`src/rtl/attr_pkg.sv`:
```
package attr_pkg;
  localparam int DW       = 8;
  localparam int IDX_W    = 5;
  localparam int PAL_N    = 16;
  localparam int PAL_W    = 6;
  localparam int VID_BIT  = 5;
  localparam int PLANE_W  = 4;
  localparam int PAN_W    = 3;
  localparam int CSEL_W   = 4;
  localparam int IX_MODE  = PAL_N;
  localparam int IX_OVSC  = PAL_N + 1;
  localparam int IX_PLANE = PAL_N + 2;
  localparam int IX_PAN   = PAL_N + 3;
  localparam int IX_CSEL  = PAL_N + 4;
  localparam int NREG     = PAL_N + 5;
endpackage

```
`src/rtl/attr_flipflop.sv`:
```
module attr_flipflop (
  input  logic clk,
  input  logic rst_n,
  input  logic wr_en,
  input  logic stat_rd,
  output logic data_phase
);
  logic phase_q;

  always_ff @(posedge clk) begin
    if (!rst_n)       phase_q <= 1'b0;
    else if (stat_rd) phase_q <= 1'b0;
    else if (wr_en)   phase_q <= ~phase_q;
  end

  assign data_phase = phase_q;

  p_stat_clears_r4: assert property (@(posedge clk) disable iff (!rst_n)
    stat_rd |=> !data_phase);
  p_toggle_flip_r2: assert property (@(posedge clk) disable iff (!rst_n)
    (wr_en && !stat_rd) |=> (data_phase != $past(data_phase)));
endmodule

```
`src/rtl/attr_index_reg.sv`:
```
module attr_index_reg #(
  parameter int IDX_W   = attr_pkg::IDX_W,
  parameter int VID_BIT = attr_pkg::VID_BIT
) (
  input  logic             clk,
  input  logic             rst_n,
  input  logic             load,
  input  logic [VID_BIT:0] din,
  output logic [IDX_W-1:0] idx,
  output logic             video_on
);
  always_ff @(posedge clk) begin
    if (!rst_n) begin
      idx      <= '0;
      video_on <= 1'b0;
    end else if (load) begin
      idx      <= din[IDX_W-1:0];
      video_on <= din[VID_BIT];
    end
  end

  p_idx_load_r2: assert property (@(posedge clk) disable iff (!rst_n)
    load |=> (idx == $past(din[IDX_W-1:0])) && (video_on == $past(din[VID_BIT])));
  p_idx_hold_r3: assert property (@(posedge clk) disable iff (!rst_n)
    !load |=> $stable(idx) && $stable(video_on));
endmodule

```
`src/rtl/attr_reg_bank.sv`:
```
module attr_reg_bank #(
  parameter int DW      = attr_pkg::DW,
  parameter int IDX_W   = attr_pkg::IDX_W,
  parameter int PAL_N   = attr_pkg::PAL_N,
  parameter int PAL_W   = attr_pkg::PAL_W,
  parameter int PLANE_W = attr_pkg::PLANE_W,
  parameter int PAN_W   = attr_pkg::PAN_W,
  parameter int CSEL_W  = attr_pkg::CSEL_W
) (
  input  logic               clk,
  input  logic               rst_n,
  input  logic               we,
  input  logic               video_on,
  input  logic [IDX_W-1:0]   idx,
  input  logic [DW-1:0]      din,
  output logic [PAL_N*PAL_W-1:0] pal_flat,
  output logic [DW-1:0]      mode_q,
  output logic [DW-1:0]      ovsc_q,
  output logic [PLANE_W-1:0] plane_q,
  output logic [PAN_W-1:0]   pan_q,
  output logic [CSEL_W-1:0]  csel_q,
  output logic [DW-1:0]      rd_data
);
  import attr_pkg::*;
  localparam int PSEL_W = $clog2(PAL_N);

  logic [PAL_W-1:0] pal_q [PAL_N];

  genvar k;
  generate
    for (k = 0; k < PAL_N; k++) begin : g_pal
      always_ff @(posedge clk) begin
        if (!rst_n)
          pal_q[k] <= '0;
        else if (we && !video_on && idx == IDX_W'(k))
          pal_q[k] <= din[PAL_W-1:0];
      end
      assign pal_flat[k*PAL_W +: PAL_W] = pal_q[k];
    end
  endgenerate

  always_ff @(posedge clk) begin
    if (!rst_n) begin
      mode_q  <= '0;
      ovsc_q  <= '0;
      plane_q <= '0;
      pan_q   <= '0;
      csel_q  <= '0;
    end else if (we) begin
      case (idx)
        IDX_W'(IX_MODE):  mode_q  <= din;
        IDX_W'(IX_OVSC):  ovsc_q  <= din;
        IDX_W'(IX_PLANE): plane_q <= din[PLANE_W-1:0];
        IDX_W'(IX_PAN):   pan_q   <= din[PAN_W-1:0];
        IDX_W'(IX_CSEL):  csel_q  <= din[CSEL_W-1:0];
        default: ;
      endcase
    end
  end

  always_comb begin
    rd_data = '0;
    if (idx < IDX_W'(PAL_N)) begin
      rd_data = DW'(pal_q[idx[PSEL_W-1:0]]);
    end else begin
      case (idx)
        IDX_W'(IX_MODE):  rd_data = mode_q;
        IDX_W'(IX_OVSC):  rd_data = ovsc_q;
        IDX_W'(IX_PLANE): rd_data = DW'(plane_q);
        IDX_W'(IX_PAN):   rd_data = DW'(pan_q);
        IDX_W'(IX_CSEL):  rd_data = DW'(csel_q);
        default:          rd_data = '0;
      endcase
    end
  end

  p_pal_locked_r5: assert property (@(posedge clk) disable iff (!rst_n)
    video_on |=> $stable(pal_flat));
  p_bank_idle_r3: assert property (@(posedge clk) disable iff (!rst_n)
    !we |=> $stable(pal_flat) && $stable(mode_q) && $stable(ovsc_q)
            && $stable(plane_q) && $stable(pan_q) && $stable(csel_q));
endmodule

```
`src/rtl/attr_port.sv`:
```
module attr_port (
  input  logic        clk,
  input  logic        rst_n,
  input  logic        wr_en,
  input  logic [7:0]  wr_data,
  input  logic        stat_rd,
  output logic [7:0]  rd_data,
  output logic        data_phase,
  output logic        video_on,
  output logic [4:0]  cur_index,
  output logic [95:0] pal_flat,
  output logic [7:0]  mode_reg,
  output logic [7:0]  overscan,
  output logic [3:0]  plane_en,
  output logic [2:0]  pan,
  output logic [3:0]  color_sel
);
  import attr_pkg::*;

  logic idx_load;
  logic data_we;

  assign idx_load = wr_en && !data_phase;
  assign data_we  = wr_en &&  data_phase;

  attr_flipflop u_ff (
    .clk        (clk),
    .rst_n      (rst_n),
    .wr_en      (wr_en),
    .stat_rd    (stat_rd),
    .data_phase (data_phase)
  );

  attr_index_reg u_idx (
    .clk      (clk),
    .rst_n    (rst_n),
    .load     (idx_load),
    .din      (wr_data[VID_BIT:0]),
    .idx      (cur_index),
    .video_on (video_on)
  );

  attr_reg_bank u_bank (
    .clk      (clk),
    .rst_n    (rst_n),
    .we       (data_we),
    .video_on (video_on),
    .idx      (cur_index),
    .din      (wr_data),
    .pal_flat (pal_flat),
    .mode_q   (mode_reg),
    .ovsc_q   (overscan),
    .plane_q  (plane_en),
    .pan_q    (pan),
    .csel_q   (color_sel),
    .rd_data  (rd_data)
  );

  p_oob_reads_zero_r7: assert property (@(posedge clk) disable iff (!rst_n)
    (cur_index >= 5'(NREG)) |-> (rd_data == 8'h00));
  p_pan_write_r6: assert property (@(posedge clk) disable iff (!rst_n)
    (data_we && cur_index == 5'(IX_PAN)) |=> (pan == $past(wr_data[2:0])));
endmodule

```
`config.mk`:
```
export PLATFORM = sky130hd
export DESIGN_NAME = attr_port
export DESIGN_NICKNAME = d
export VERILOG_FILES = /design/src/rtl/attr_pkg.sv /design/src/rtl/attr_flipflop.sv /design/src/rtl/attr_index_reg.sv /design/src/rtl/attr_reg_bank.sv /design/src/rtl/attr_port.sv
export SDC_FILE = /design/constraint.sdc
export NUM_CORES = 1
export LEC_CHECK = 0
export BUFFER_PORTS_ARGS = -buffer_cell sky130_fd_sc_hd__buf_2
export CORE_MARGIN = 4
export CORE_UTILIZATION = 45
export CTS_BUF_LIST = sky130_fd_sc_hd__clkbuf_8 sky130_fd_sc_hd__clkbuf_16
export CTS_CLUSTER_SIZE = 28
export DETAILED_ROUTE_END_ITERATION = 7
export GPL_TIMING_DRIVEN = 1
export PLACE_DENSITY = 0.72
export RECOVER_POWER = 100
export SLEW_MARGIN = 25
export SYNTH_ARGS = -nofsm -noshare
export SYNTH_HDL_FRONTEND = slang
export SYNTH_SLANG_ARGS = --single-unit
```
`constraint.sdc`:
```
create_clock -name clk -period 2 [get_ports clk]
set_input_delay 0.1 -clock clk [delete_from_list [all_inputs] [get_ports clk]]
set_output_delay 0.1 -clock clk [all_outputs]
set_load 0.01 [all_outputs]
```
# --- Word-level counts from Yosys, hierarchy flattened ---
# Memories as Yosys holds them, arrays and structs flattened. A register that Yosys moved wholly into a read port is not among the register bits.
# Index checks and enable logic that the tools add are counted.
word_totals:
  elab_cells: 145
  ram_bits: 96
  register_bits: 34
  mem_count: 1
  out_inout_bits: 138
memory_table:
  columns: ["memory", "words", "width", "rd", "rd_clocked_by_memory_dff", "wr", "line", "text"]
  rows:
  - ["u_bank.pal_q", 16, 6, 17, 1, 16, "attr_reg_bank.sv:27", "logic [PAL_W-1:0] pal_q [PAL_N];"]
classes:
  n_bitwise: 18
  order_cmp: 1
  n_reduce_logical: 28
  muxes: 69
  n_eq_ne: 20
op_table:
  columns: ["cell", "n"]
  rows:
  - ["$mux W6", 16]
  - ["$mux W1", 49]
  - ["$eq A5 B4 Y1 const B", 8]
  - ["$pmux W8 S5", 1]
  - ["$eq A5 B5 Y1 const B", 5]
  - ["$eq A5 B3 Y1 const B", 4]
  - ["$logic_and A1 B1 Y1", 19]
  - ["$or A1 B1 Y1", 16]
  - ["$eq A5 B2 Y1 const B", 2]
  - ["$reduce_and A2 Y1", 5]
  - ["$mux W4", 2]
  - ["$mux W8", 1]
  - ["$eq A5 B1 Y1 const B", 1]
  - ["$logic_not A5 Y1", 1]
  - ["$lt A5 B5 Y1 const B", 1]
  - ["$logic_not A1 Y1", 2]
  - ["$not A1 Y1", 2]
  - ["$reduce_or A2 Y1", 1]

# --- Logic depth before layout (Yosys ltp) ---
# Gate-level depths: netlist (run 1).
depth:
  ltp_word: 7
  ltp_mapped: 6
  depth_no_buf: 4

# --- By module ---
# A second synthesis (run 1) with hierarchy kept.
unflattened:
  cells_unflattened: 533
  hier_area_um2: 6248.5
modules_own_cells:
  columns: ["module", "cells_per_inst", "area_each_um2", "n_inst"]
  rows:
  - ["attr_reg_bank", 509, 5962.0, 1]
  - ["attr_index_reg", 19, 229.0, 1]
  - ["attr_flipflop", 3, 41.3, 1]
  - ["attr_port", 2, 16.3, 1]

# --- Least setup slack after synthesis (run 1) ---
# OpenSTA, ideal clock, no wires.
synth_path:
  path_kind: "reg2reg"
  start: "reg u_idx.idx[0]"
  end: "mem u_bank.pal_q[11][0] (enable)"
  setup_slack_ns: 0.037
  arrival_ns: 1.586
  synth_period_minus_slack_ns: 1.963
  stages_incl_launch_ff: 5
  setup_ns: 0.377
  path_cell_list: "dfxtp_1 -> clkbuf_1 -> nor2b_1 -> nand2_1 -> o21ai_0"
synth_rtl:
  columns: ["item", "line", "text"]
  rows:
  - ["start, declared", "attr_index_reg.sv:9", "output logic [IDX_W-1:0] idx,"]
  - ["start signal, assigned", "attr_index_reg.sv:17", "idx <= din[IDX_W-1:0];"]
  - ["end, declared", "attr_reg_bank.sv:27", null]

==> impl_metrics.py, run 1 <==
metrics = {
    "layout": {
        "nFillCells": 1179,
        "antenna_cells": 0,
        "layout-drive-gt1-share": 0.1607,
        "area_growth_pct": 25.42,
        "final_nets": 702,
    },
    "setup_path": {
        "startpoint_type": "register",
        "critPathMaxStageDelay_ps": 570,
        "worstPathMaxFanout": 10,
        "crit_family": "multiplexers",
        "crit_buf_inv": 3,
        "worstPathArrival_ps": 2080,
        "crit_type": "reg -> out",
        "crit_chain": "buf_4 -> buf_12 -> mux4_2 -> mux2i_4 -> o221ai_2 -> buf_2",
        "required_ps": 1900,
        "end_kind": "primary output",
        "crit_slowest_cell": "mux4_2",
    },
    "clock_network": {
        "cts_tree": "done",
        "clk_pin_slew_ps": 50,
        "numClockSinks": 134,
        "numCtsBuffers": 17,
        "cts-root-buf": "clkbuf_16",
        "h-tree-depth": 4,
        "clk_path_buf_depth": 2,
        "clock_latency_ps": 410,
    },
    "drt": {
        "avgRoutedWirePerCell_microns": 20.24,
        "drc": 0,
        "totalWireLength_microns": 17800,
        "routed_via_density": 5.443,
        "via_count": 4784,
        "ant_nets": 0,
        "drt_iter0_drc": 338,
        "dr.pass1.iters": 7,
    },
    "power_and_ir_drop": {
        "ir_drop_mv": 0.6269,
        "finalPower_mw": 6.617,
        "p_leak_nw": 2.791,
        "pwr_density_cell_nw_per_um2": 839.3,
    },
    "floorplanning": {
        "io_pins": 150,
        "dieWidth_microns": 126.2,
        "initial_core_util": 0.4673,
        "die_h_microns": 126.2,
        "row_count": 42,
        "core_area_sq_um": 13450,
        "dieArea_sq_um": 15920,
    },
    "synthesis": {
        "syn_avg_cell_area_sq_um": 12.16,
        "synth_top_area_frac": 0.4586,
        "synth_edf_count": 96,
        "synth_xor_area_frac": 0.001393,
        "synth_fp_nets": 529,
        "synthAdderAreaFrac": 0,
        "yosys.area_share.simple": 0.2066,
        "ys_types": 41,
        "synth_common_cells": "97 x and2_1, 96 x edfxtp_1, 56 x mux2i_1, 38 x dfxtp_1, 34 x nor2b_1",
        "yosys_warnings": 0,
        "netlist_top_cells_area": "edfxtp_1 46%, dfxtp_1 12%, and2_1 9.7%",
        "synthFlopType": "edfxtp_1",
        "synth_top_area_cell": "edfxtp_1",
        "yosysMostFrequentCell": "and2_1",
        "ys_seq_area_frac": 0.5796,
        "synth-compound-area-share": 0.04916,
        "muxShareOfSynthArea": 0.1375,
        "syn_inst": 517,
        "netlist_area_sq_um": 6286,
        "synth_top_family_by_area": "simple AND/OR/NAND/NOR gates",
        "async_reset_ff_frac": 0,
        "ys_ff_latch": 134,
    },
    "sta": {
        "hold_slack_ps": 58.80,
        "max_freq_mhz": 458.4,
        "setup_violations": 14,
        "tightest_slew_ps": 519.1,
        "relSlewSlack": 0.6540,
        "tns_ps": -1415,
        "period_needed_ps": 2181,
        "hold_viol_final": 0,
        "maxSlewViolCount": 0,
        "finClkSkew_ps": 7.348,
        "worst_slack_ps": -181.4,
        "rsz0062_at_grt": "yes",
        "timing.final.crit_share": 1.091,
    },
    "global_route": {
        "grt_pass1_wl_microns": 26710,
        "antenna_found_initial": 0,
        "grt_pass1_vias": 4741,
        "grt_max_degree": 39,
        "grtUsageTotal": 0.2225,
        "grt_remaining_overflow": 0,
    },
    "placement": {
        "portBuffers": 149,
        "gp_congestion": 0.8830,
        "dp_hpwl_microns": 12970,
        "preCtsSetupSlack_ps": 90.48,
    },
    "run": {
        "max_cap_violations": 0,
    },
    "worst_hold_path": {
        "hold_class": "in -> reg",
    },
    "run_status": {
        "status": "finished with violations",
        "violations": "negative setup slack",
    },
}
==> where the power goes <==
part | leakage [nW] | switching (mW) | internal [mW]
Clock | 0.286 | 1.06 | 1.76
Combinational | 1.21 | 0.410 | 0.262
Sequential | 1.30 | 0.0649 | 3.06
Total | 2.79 | 1.54 | 5.08
==> cell type report <==
type | count | area (sq um) | share of cell area
clock inverter | 12 | 76.32 | 0.009681
tap | 176 | 220.2 | 0.02793
sequential | 134 | 3649 | 0.4628
timing repair buffer | 191 | 930.9 | 0.1181
multi-input combinational | 346 | 2541 | 0.3223
clock buffer | 20 | 466.7 | 0.05920
==> routing by layer <==
layer / track usage / up-vias / routed length (microns)
met2: 0.3518 / 232 / 8345
met4: 0.1054 / 0 / 546
met1: 0.2884 / 2312 / 7507
met3: 0.05588 / 40 / 1396
li1: - / 2200 / -
met5: 0 / - / 0
==> tightest hold or removal path, delay by kind of cell <==
kind | cells | cell delay (ps)
xor gates and xnor gates | 1 | 130
and+or+nand+nor | 1 | 40
buffers and inverters | 1 | 150
==> registers in the layout, indices dropped and copies added, names as in the netlist, named ones only <==
register	count
u_bank.pal_q	96
u_bank.mode_q	8
u_bank.ovsc_q	8
u_idx.idx	5
u_bank.csel_q	4
u_bank.plane_q	4
u_bank.pan_q	3
u_ff.data_phase	1
u_idx.video_on	1
==> path summary, 6_finish.rpt <==
kind | from | to | slack [ps] | cells after the start
max | register | rd_data[4] | -180 | 6
min | wr_en | u_ff.data_phase | 60 | 3
max reg2reg | u_idx.idx[4] | u_bank.mode_q[7] | -70 | 7
min reg2reg | u_bank.plane_q[2] | u_bank.plane_q[2] | 500 | 2
==> per-stage QoR <==
step	instances	utilization	cell area (sq um)
final	879	0.5860	7884
after global routing	879	0.5860	7884
after CTS	873	0.5940	7991
after detailed placement	838	0.5465	7352
after global placement	838	0.5465	7352
after floorplan	517	-	6286
==> logic make-up after synthesis <==
| family | after synthesis |
|---|---|
| XOR/XNOR | 1 |
| flip-flops | 134 |
| AO/OA/AOI/OAI | 49 |
| AND/OR/NAND/NOR | 225 |
| multiplexers | 71 |
| buffers and inverters | 37 |
==> repair_timing <==
action	in CTS	in global routing
setup buffers	0	5
hold endpoints to repair	4	0
hold buffers	3	0
pin swaps	3	4
resized for setup	17	12
endpoints found under the setup margin	6	7
gates cloned	0	1
==> cells in the final DEF (no fill, tap or decap), drive strengths merged, types with 12 or more instances in the layout <==
cell and instances:
clkbuf 164, and2 97, edfxtp 96, mux2i 56
buf 44, dfxtp 38, nor2b 34, nand2 28
nor2 21, o21ai 20, nand3 17, mux4 12
No activity file was read; power rests on OpenSTA's default activity.
==> inputs of run 2 (changes only) <==
- BUFFER_PORTS_ARGS: -buffer_cell sky130_fd_sc_hd__buf_2 -> -buffer_cell sky130_fd_sc_hd__clkbuf_2
==> run 2 against run 1 <==
  * The run still ends with negative setup slack left
  * Via count is 1.2% higher
  * Final area shrank 0.90%
  * Routed wire length grew 1.7%
  * Clock power about the same
  * Final cell count decreased by 0.23%
  * Sequential share of layout area increased by 0.41 points
  * Critical path type unchanged
  * Largest cell class unchanged
==> impl_metrics.py, run 2 (synthesis results as in run 1) <==
metrics = {
    "placement": {
        "preCtsSetupSlack_ps": 119.8,
        "gp_congestion": 0.8410,
        "dp_hpwl_microns": 13050,
        "portBuffers": 149,
    },
    "sta": {
        "tns_ps": -939.1,
        "period_needed_ps": 2185,
        "relSlewSlack": 0.5755,
        "hold_viol_final": 0,
        "tightest_slew_ps": 636.8,
        "max_freq_mhz": 457.6,
        "maxSlewViolCount": 0,
        "rsz0062_at_grt": "yes",
        "setup_violations": 6,
        "worst_slack_ps": -185.3,
        "finClkSkew_ps": 5.586,
        "timing.final.crit_share": 1.093,
    },
    "clock_network": {
        "numClockSinks": 134,
        "clk_pin_slew_ps": 60,
        "h-tree-depth": 4,
        "clk_path_buf_depth": 2,
        "cts-root-buf": "clkbuf_16",
        "numCtsBuffers": 17,
        "cts_tree": "done",
        "clock_latency_ps": 420,
    },
    "layout": {
        "largest_reg_flops": 96,
        "antenna_cells": 0,
        "mostFrequentLayoutCell": "clkbuf_1",
        "area_growth_pct": 24.28,
        "final_core_util": 0.5807,
        "final_cell_mix": "129 x clkbuf_1, 96 x edfxtp_1, 61 x and2_0, 53 x mux2i_1, 39 x clkbuf_2",
        "multiInputGateArea_sq_um": 2541,
        "layout-drive-gt1-share": 0.1683,
        "final_nets": 700,
        "regMostFlops": "u_bank.pal_q",
        "reg.largest.list": "u_bank.pal_q: 96 flops, u_bank.mode_q: 8 flops, u_bank.ovsc_q: 8 flops",
        "regArea_sq_um": 3647,
        "nFillCells": 1188,
    },
    "global_route": {
        "grt_max_degree": 39,
        "grt_pass1_wl_microns": 27690,
        "grt_remaining_overflow": 0,
        "antenna_found_initial": 0,
        "grt_pass1_vias": 4875,
        "grtUsageTotal": 0.2273,
    },
    "floorplanning": {
        "die_h_microns": 126.2,
        "row_count": 42,
        "io_pins": 150,
        "dieArea_sq_um": 15920,
        "dieWidth_microns": 126.2,
        "initial_core_util": 0.4673,
        "core_area_sq_um": 13450,
    },
    "run_status": {
        "violations": "negative setup slack",
        "status": "finished with violations",
    },
    "power_and_ir_drop": {
        "finalPower_mw": 6.613,
        "pwr_density_cell_nw_per_um2": 846.5,
        "clkPwrFrac": 0.429,
        "p_sw_mw": 1.630,
        "p_leak_nw": 2.744,
        "ir_drop_mv": 0.4816,
        "power_frac_seq": 0.472,
        "p_sw_frac": 0.2465,
        "power_frac_comb": 0.099,
        "p_int_mw": 4.983,
    },
    "setup_path": {
        "crit_type": "reg -> out",
        "reg2reg_depth": 6,
        "startpoint_type": "register",
        "required_ps": 1900,
        "r2r_end": "u_bank.mode_q[0]",
        "r2r_start": "u_idx.idx[4]",
        "worstPathArrival_ps": 2090,
        "r2r_slack_ps": 40,
        "worstPathMaxFanout": 8,
        "critPathCapture": "rd_data[1]",
        "end_kind": "primary output",
    },
    "drt": {
        "dr_wl_met3_microns": 1488,
        "ant_nets": 0,
        "routed_via_density": 5.520,
        "drc": 0,
        "via_count": 4841,
        "drt-met1-wl_microns": 7576,
        "dr_wl_met2_microns": 8516,
        "avgRoutedWirePerCell_microns": 20.63,
        "drt_iter0_drc": 366,
        "dr.pass1.iters": 5,
        "dr.max_layer_used": "met4",
        "totalWireLength_microns": 18090,
    },
    "worst_hold_path": {
        "hold_path_depth": 3,
        "hold_class": "in -> reg",
    },
    "run": {
        "max_cap_violations": 0,
    },
}
[run 2: cell count changes in the layout (fill, tap and decap cells not counted), moves of 6 or more]
cell,delta
and2_0,-6
and2_1,+6
buf_2,-25
clkbuf_2,+26
clkinv_2,+6
inv_1,-6
[run 2: final cells by class]
type	instances	share of cell area
well taps	176	0.02819
clock buffers	17	0.05445
clock inverters	15	0.01473
multi-input cells	347	0.3253
flip-flops and latches	134	0.4668
repair buffers	188	0.1105
[run 2: power groups by stage]
stage,Clock (mW),Combinational [mW],Sequential [mW]
floorplan,0,0.326,3.20
global placement,0,0.643,3.17
detailed placement,0,0.654,3.17
CTS,2.86,0.680,3.12
global route,2.99,0.700,3.13
finish,2.84,0.655,3.12
[run 2: repair_timing]
action,in CTS,in global routing
endpoints found under the hold margin,5,0
hold buffers,3,0
cloned,0,1
setup buffers,2,0
endpoints found under the setup margin,6,8
gates resized for setup,9,6
pin swaps,1,0
[run 2: worst max-delay path, cell delays in order (launching register included)]
cell and delay, ps:
dfxtp_4 360, buf_12 140, mux4_2 520, mux2_4 300
nand2_2 60, nand4_1 120, clkbuf_2 160
[run 2: worst min path at each step]
stage | startpoint | endpoint | slack, ps
floorplan | stat_rd | u_ff.data_phase | 180
global placement | stat_rd | u_ff.data_phase | 260
detailed placement | stat_rd | u_ff.data_phase | 280
CTS | wr_en | u_ff.data_phase | 70
global route | wr_en | u_ff.data_phase | 120
finish | wr_en | u_ff.data_phase | 80
[run 2: metrics by stage]
step	hold WS, ps	std cells	cell area [sq um]
6_report	80.77	877	7812
5_1_grt	125.0	877	7812
4_1_cts	70.61	876	7996
3_5_place_dp	282.5	839	7372
3_3_place_gp	261.8	839	7372
2_1_floorplan	176.0	517	6286
[run 2: per-layer routing]
layer / global-route usage / vias up
met2: 0.3640 / 228
met3: 0.06732 / 32
met4: 0.08896 / 0
met5: 0 / -
li1: - / 2197
met1: 0.2918 / 2384
